File: src/rtl/rob_pkg.sv
package rob_pkg;
  typedef enum logic [0:0] {
    SQ_IDLE = 1'b0,
    SQ_WALK = 1'b1
  } sq_state_e;
endpackage

File: src/rtl/rob_ring_ctrl.sv
module rob_ring_ctrl #(
  parameter int DEPTH = 8,
  localparam int IDX_W = $clog2(DEPTH),
  localparam int CNT_W = IDX_W + 1
) (
  input  logic             clk,
  input  logic             rst_n,
  input  logic             push,
  input  logic             pop,
  output logic [IDX_W-1:0] head_idx,
  output logic [IDX_W-1:0] next_idx,
  output logic [CNT_W-1:0] occupancy
);
  always_ff @(posedge clk or negedge rst_n) begin
    if (!rst_n) begin
      head_idx  <= '0;
      next_idx  <= '0;
      occupancy <= '0;
    end else begin
      if (push) next_idx <= next_idx + IDX_W'(1);
      if (pop)  head_idx <= head_idx + IDX_W'(1);
      occupancy <= occupancy + CNT_W'(push) - CNT_W'(pop);
    end
  end
endmodule

File: src/rtl/rob_squash_walker.sv
module rob_squash_walker #(
  parameter int DEPTH = 8,
  parameter int SEQ_W = 16,
  parameter int WIDTH = 2,
  localparam int IDX_W = $clog2(DEPTH)
) (
  input  logic                        active,
  input  logic                        fresh,
  input  logic [IDX_W-1:0]            start_ptr,
  input  logic [IDX_W-1:0]            head_idx,
  input  logic [SEQ_W-1:0]            limit,
  input  logic [DEPTH-1:0][SEQ_W-1:0] seq_tab,
  output logic [DEPTH-1:0]            mark,
  output logic [IDX_W-1:0]            end_ptr,
  output logic                        finish
);
  logic [IDX_W-1:0] p;
  logic             halt;

  always_comb begin
    mark   = '0;
    p      = start_ptr;
    finish = 1'b0;
    halt   = 1'b0;
    if (active) begin
      // A resumed walk whose pointer already sits below the boundary ends at once.
      if (!fresh && (seq_tab[p] < limit)) begin
        finish = 1'b1;
      end else begin
        for (int k = 0; k < WIDTH; k++) begin
          if (!halt) begin
            if (seq_tab[p] > limit) begin
              mark[p] = 1'b1;
              if (p == head_idx) begin
                finish = 1'b1;
                halt   = 1'b1;
              end else begin
                p = p - IDX_W'(1);
              end
            end else begin
              halt = 1'b1;
            end
          end
        end
        if (!finish && (seq_tab[p] <= limit)) finish = 1'b1;
      end
    end
    end_ptr = p;
  end
endmodule

File: src/rtl/rob_thread_window.sv
module rob_thread_window #(
  parameter int DEPTH        = 8,
  parameter int SEQ_W        = 16,
  parameter int SQUASH_WIDTH = 2,
  localparam int IDX_W = $clog2(DEPTH),
  localparam int CNT_W = IDX_W + 1
) (
  input  logic             clk,
  input  logic             rst_n,
  input  logic             ins_valid,
  output logic             ins_ready,
  input  logic [SEQ_W-1:0] ins_seq,
  output logic [IDX_W-1:0] alloc_idx,
  input  logic             cmpl_valid,
  input  logic [IDX_W-1:0] cmpl_idx,
  output logic             head_ready,
  input  logic             retire_ack,
  output logic [SEQ_W-1:0] head_seq,
  output logic             head_squashed,
  output logic [SEQ_W-1:0] tail_seq,
  input  logic             sq_req,
  input  logic [SEQ_W-1:0] sq_seq,
  output logic             sq_busy,
  output logic             sq_done,
  output logic [CNT_W-1:0] count
);
  import rob_pkg::*;

  logic [DEPTH-1:0][SEQ_W-1:0] seq_q;
  logic [DEPTH-1:0]            rdy_q;
  logic [DEPTH-1:0]            sqd_q;
  sq_state_e                   state_q;
  logic [IDX_W-1:0]            walk_ptr_q;
  logic [SEQ_W-1:0]            lim_q;

  logic [IDX_W-1:0] head_idx, next_idx, youngest;
  logic             ins_fire, ret_fire, nonempty, busy;
  logic             walk_active, walk_fresh, walk_finish, head_blocked;
  logic [IDX_W-1:0] walk_start, walk_end;
  logic [SEQ_W-1:0] walk_limit;
  logic [DEPTH-1:0] walk_mark;

  rob_ring_ctrl #(.DEPTH(DEPTH)) u_ring (
    .clk       (clk),
    .rst_n     (rst_n),
    .push      (ins_fire),
    .pop       (ret_fire),
    .head_idx  (head_idx),
    .next_idx  (next_idx),
    .occupancy (count)
  );

  assign nonempty = (count != '0);
  assign busy     = (state_q == SQ_WALK);
  assign youngest = next_idx - IDX_W'(1);

  // Insert stream: squash wins, a running walk back-pressures.
  assign ins_ready = (count != CNT_W'(DEPTH)) && !busy && !sq_req;
  assign ins_fire  = ins_valid && ins_ready;
  assign alloc_idx = next_idx;

  // Walk setup: a new non-empty request restarts from the youngest entry.
  assign walk_fresh  = sq_req && nonempty;
  assign walk_active = walk_fresh || busy;
  assign walk_start  = walk_fresh ? youngest : walk_ptr_q;
  assign walk_limit  = walk_fresh ? sq_seq : lim_q;

  rob_squash_walker #(
    .DEPTH (DEPTH),
    .SEQ_W (SEQ_W),
    .WIDTH (SQUASH_WIDTH)
  ) u_walk (
    .active    (walk_active),
    .fresh     (walk_fresh),
    .start_ptr (walk_start),
    .head_idx  (head_idx),
    .limit     (walk_limit),
    .seq_tab   (seq_q),
    .mark      (walk_mark),
    .end_ptr   (walk_end),
    .finish    (walk_finish)
  );

  // Retire stream: a head still due for squashing is held back.
  assign head_blocked  = busy && (seq_q[head_idx] > lim_q);
  assign head_ready    = nonempty && rdy_q[head_idx] && !head_blocked;
  assign ret_fire      = head_ready && retire_ack;
  assign head_seq      = nonempty ? seq_q[head_idx] : '0;
  assign head_squashed = nonempty && sqd_q[head_idx];
  assign tail_seq      = nonempty ? seq_q[youngest] : '0;
  assign sq_busy       = busy;
  assign sq_done       = !busy;

  always_ff @(posedge clk or negedge rst_n) begin
    if (!rst_n) begin
      state_q    <= SQ_IDLE;
      walk_ptr_q <= '0;
      lim_q      <= '0;
    end else begin
      state_q <= (walk_active && !walk_finish) ? SQ_WALK : SQ_IDLE;
      if (walk_active) walk_ptr_q <= walk_end;
      if (walk_fresh)  lim_q      <= sq_seq;
    end
  end

  always_ff @(posedge clk or negedge rst_n) begin
    if (!rst_n) begin
      seq_q <= '0;
      rdy_q <= '0;
      sqd_q <= '0;
    end else begin
      for (int i = 0; i < DEPTH; i++) begin
        if (ins_fire && (next_idx == IDX_W'(i))) begin
          seq_q[i] <= ins_seq;
          rdy_q[i] <= 1'b0;
          sqd_q[i] <= 1'b0;
        end else begin
          if (walk_mark[i]) begin
            rdy_q[i] <= 1'b1;
            sqd_q[i] <= 1'b1;
          end
          if (cmpl_valid && (cmpl_idx == IDX_W'(i))) rdy_q[i] <= 1'b1;
        end
      end
    end
  end

  assert_count_bound_R1: assert property (@(posedge clk) disable iff (!rst_n)
    count <= CNT_W'(DEPTH));

  assert_head_nonempty_R2: assert property (@(posedge clk) disable iff (!rst_n)
    head_ready |-> (count != '0));

  assert_retire_drops_R3: assert property (@(posedge clk) disable iff (!rst_n)
    (ret_fire && !ins_fire) |=> (count == $past(count) - CNT_W'(1)));

  assert_empty_squash_R4: assert property (@(posedge clk) disable iff (!rst_n)
    (sq_req && (count == '0) && !sq_busy) |=> sq_done);

  assert_oldest_ends_R7: assert property (@(posedge clk) disable iff (!rst_n)
    (walk_active && walk_mark[head_idx]) |=> !sq_busy);

  assert_no_growth_busy_R9: assert property (@(posedge clk) disable iff (!rst_n)
    sq_busy |=> (count <= $past(count)));
endmodule

File: config.mk
export PLATFORM = sky130hd
export DESIGN_NAME = rob_thread_window
export DESIGN_NICKNAME = d
export VERILOG_FILES = /design/src/rtl/rob_pkg.sv /design/src/rtl/rob_ring_ctrl.sv /design/src/rtl/rob_squash_walker.sv /design/src/rtl/rob_thread_window.sv
export SDC_FILE = /design/constraint.sdc
export NUM_CORES = 1
export LEC_CHECK = 0
export BUFFER_PORTS_ARGS = -buffer_cell sky130_fd_sc_hd__buf_2
export CAP_MARGIN = 20
export CORE_AREA = 2 2 181 183
export DETAILED_ROUTE_END_ITERATION = 6
export DIE_AREA = 0 0 183 185
export GPL_ROUTABILITY_DRIVEN = 1
export PLACE_DENSITY = 0.67
export SYNTH_ARGS = -nofsm -noshare
export SYNTH_HDL_FRONTEND = slang
export SYNTH_SLANG_ARGS = --single-unit
File: constraint.sdc
create_clock -name clk -period 21.7 [get_ports clk]
set_input_delay 2.17 -clock clk [delete_from_list [all_inputs] [get_ports clk]]
set_output_delay 2.17 -clock clk [all_outputs]
set_load 0.03 [all_outputs]
==> run summary <==
The run finished with clean final reports. The Yosys warning count is 0. The initialized floorplan defines 66 standard-cell rows. At the end of the flow, the number of nets in the layout was 1,765.

For this run, the total global-route usage over all layers was measured as 0.3183. 0 antenna diodes ended up in the layout. The cell family contributing the most delay on the critical path is compound AO/OA/AOI/OAI gates. In this design, the critical path's most frequently occurring cell is sky130_fd_sc_hd__buf_4.

The cell with the most instances after synthesis is sky130_fd_sc_hd__nand2_1. The root buffer cell chosen for the clock tree is sky130_fd_sc_hd__clkbuf_16. The largest buffer count on any clock path is 2. The final count of pins violating max slew came out at 0. The worst setup path is launched from an input port. The mean post-synth cell area is 9.681 um^2.

The setup-violating endpoint count in the final report came out at 0. The fraction of synthesized cell area taken by the top area cell type is 0.2768. The area of the placeable core came out at 32,040 um^2. The routed length per instance came out at 25.87 um. The H-tree depth reported by CTS is 4. The violation count after the first detailed-routing iteration is 2,143. After synthesis, the netlist uses 68 different library cells. Yosys attributes the largest share of cell area to sky130_fd_sc_hd__dfrtp_1 28%, sky130_fd_sc_hd__mux4_2 14%, sky130_fd_sc_hd__mux2_2 10%. The worst clock skew came out at 0.01571 ns. The worst-path cell with the longest stage delay is sky130_fd_sc_hd__nand3_1. The die is 185 um tall. The total CTS buffers is 17. In the synthesized netlist the async set-or-reset flop fraction comes to 1.000. Setup repair after global routing left no endpoint under its margin. The clock net sink count came out at 174. The number of synthesized flops with an enable pin came out at 0. The type of the setup path with the least slack is in2reg. At the pin with the least slew margin, the transition time is 1.023 ns. The number of nets in the synthesized netlist came out at 1,747. The worst-skew pair later-pin latency is 0.46 ns.

The worst slew margin relative to its limit came out at 0.3179. Max-cap violations in this run came to 0. After synthesis the netlist holds a flip-flop and latch count of 174.

Buffers inserted to repair hold after CTS numbered 0. Entering global routing, the biggest net connects 74 pins. Buffers placed on the I/O ports in this run total 84. The minimum clock period after layout is 13.72 ns.

The number of cells produced by synthesis came out at 1,625. The maximum fanout along the worst path is 50. The floorplan step set the die width to 183 um. The count of buffering cells on the critical path with inverters included is 8. The starting density of the core is 0.4910. Data on the critical path arrives at its endpoint at 14.05 ns. On the worst path, the slowest cell contributes a delay of 0.81 ns. The upper clock frequency limit is 72.87 MHz. The clock tree from TritonCTS is built. The number of nets still failing antenna checks after routing came out at 0. The first-pass GRT wire length is 81,800 um.

The share of the clock period used by the worst path after layout came out at 0.6324. The first detailed-routing pass took 6 iterations. The number of resized instances in the post-cts repair step is 0. Dividing the detail-routed via count by the number of cells gives 6.904.

The total negative slack came out at 0 ns. The total detailed-routing wirelength came out at 53,410 um. The via count is 14,250. In the routed design, unresolved DRC markers number 0.

The post-CTS repair timing setup buffer count is 0. The worst setup path is captured at a register. The overall overflow remaining after global route came out at 0. The HPWL after detailed placement came out at 36,500 um. The top flip-flop cell by instance count after synthesis is sky130_fd_sc_hd__dfrtp_1.

The number of antenna violations at the first check in global routing is 0. The data required time of the critical path came out at 22.02 ns. By count the netlist is led by 215 x sky130_fd_sc_hd__nand2_1, 174 x sky130_fd_sc_hd__dfrtp_1, 145 x sky130_fd_sc_hd__mux2_2, 107 x sky130_fd_sc_hd__nor2_1, 106 x sky130_fd_sc_hd__a21oi_1.

The largest total area in the synthesized netlist belongs to sky130_fd_sc_hd__dfrtp_1. The register clock-pin slew on the reported worst setup and hold paths came out at 0.07 ns. The min-delay analysis places its worst path in the category reg2reg.

The die covers 33,860 um^2. The area growth from synthesis to layout came out at 8.184%. The mapped netlist covers 15,730 um^2. The routability congestion estimate is 0.9912. The number of I/O pins is 85. The share of synthesized area occupied by flip-flops and latches is 0.2768. The count of final hold-check violations is 0.

The ratio of cells with drive above 1 in the final layout came out at 0.2633. The via count of the first global-routing pass came out at 13,304.
-- kinds of logic after synthesis --
family / share of synthesized area
buffers and inverters: 0.05082
xor gates and xnor gates: 0.01153
DFF: 0.2768
AOI/OAI and AO/OA: 0.1957
adders and majority gates: 0.06490
and+or+nand+nor: 0.1290
muxes: 0.2713
-- worst register-to-register path: cells and delay by family (launching register included) --
| family | cells | cell delay (ns) |
|---|---|---|
| simple gates | 11 | 2.21 |
| flops | 1 | 0.37 |
| xor+xnor | 2 | 1.03 |
| fa+ha+maj | 4 | 1.00 |
| compound gates | 15 | 4.32 |
| mux | 3 | 0.83 |
| buf+inv | 8 | 3.11 |
-- area by class of cell --
type                            count  area [um^2]
Clock inverter                     14        142.6
Clock buffer                       18        429.2
Sequential cell                   174         4358
Tap cell                          408        510.5
Multi-Input combinational cell   1272        10640
Timing Repair Buffer              123        726.9
Inverter                           55        209.0
Fill cell                        2853        15020
-- state kept, by name, indices dropped and copies added (netlist names) --
signal / flops
rdy_q: 8
sq_busy: 1
u_ring.occupancy: 4
u_ring.next_idx: 3
lim_q: 16
seq_q: 128
sqd_q: 8
u_ring.head_idx: 3
walk_ptr_q: 3
-- routing by layer --
metal  part of all wire  track usage  vias to the layer above  wire length [um]
li1                   -            -                     6258                 -
met1               0.41       0.4341                     7031             21930
met2               0.45       0.4920                      847             24260
met3               0.10      0.08120                      114              5483
met4              0.032       0.1149                        0              1729
met5                  0            0                        -                 0
-- path summary, 6_finish.rpt --
kind | start | end | slack (ns) | depth (start not counted)
max in group asynchronous | rst_n | u_ring.head_idx[0]$_DFFE_PN0P_ | 18.82 | 2
setup reg to reg | u_ring.occupancy[2]$_DFF_PN0_ | sq_busy$_DFF_PN0_ | 8.74 | 43
setup / recovery | sq_req | sq_busy$_DFF_PN0_ | 7.98 | 41
hold / removal | sqd_q[6]$_DFFE_PN0P_ | sqd_q[6]$_DFFE_PN0P_ | 0.49 | 1
min in group asynchronous | rst_n | u_ring.next_idx[0]$_DFFE_PN0P_ | 1.61 | 1
hold reg to reg | sqd_q[6]$_DFFE_PN0P_ | sqd_q[6]$_DFFE_PN0P_ | 0.49 | 1
-- placed cells by master (no fill, tap or decap), types with 7 or more instances in the layout --
master                      count
sky130_fd_sc_hd__dfrtp_1      171
sky130_fd_sc_hd__o22ai_1       52
sky130_fd_sc_hd__clkbuf_16     17
sky130_fd_sc_hd__nand2b_1       7
sky130_fd_sc_hd__ha_1          80
sky130_fd_sc_hd__nor3_1        18
sky130_fd_sc_hd__a21oi_1      106
sky130_fd_sc_hd__o31a_1         8
sky130_fd_sc_hd__o21ai_0       49
sky130_fd_sc_hd__mux4_2       101
sky130_fd_sc_hd__nor4_1        14
sky130_fd_sc_hd__mux2i_1       36
sky130_fd_sc_hd__o21a_1        17
sky130_fd_sc_hd__nand4_1       17
sky130_fd_sc_hd__a21o_1        44
sky130_fd_sc_hd__a221oi_1      30
sky130_fd_sc_hd__a22oi_1       20
sky130_fd_sc_hd__nand2_1      215
sky130_fd_sc_hd__nor2b_1        8
sky130_fd_sc_hd__buf_4         38
sky130_fd_sc_hd__a32oi_1       18
sky130_fd_sc_hd__mux2_2       145
sky130_fd_sc_hd__nor2_1       105
sky130_fd_sc_hd__nand3_1       17
sky130_fd_sc_hd__buf_2         83
sky130_fd_sc_hd__a22o_1        44
sky130_fd_sc_hd__a221o_1       17
sky130_fd_sc_hd__inv_1         51
sky130_fd_sc_hd__or3_1         36
-- through the flow --
| step | setup WS [ns] | util | std cells | hold WS [ns] | instance area, um^2 |
|---|---|---|---|---|---|
| after CTS | 8.251 | 0.5307 | 2063 | 0.4962 | 17000 |
| after global placement | 8.079 | 0.5128 | 2031 | 0.4692 | 16430 |
| final | 7.976 | 0.5312 | 2064 | 0.4919 | 17020 |
| after floorplan | 10.89 | - | 1625 | 0.4587 | 15730 |
| after global routing | 7.436 | 0.5312 | 2064 | 0.5105 | 17020 |
| after detailed placement | 7.816 | 0.5128 | 2031 | 0.4799 | 16430 |
Power is left out: the tool's default activity adds up to more than one toggle a clock period on the data nets, which glitch-free logic cannot reach.
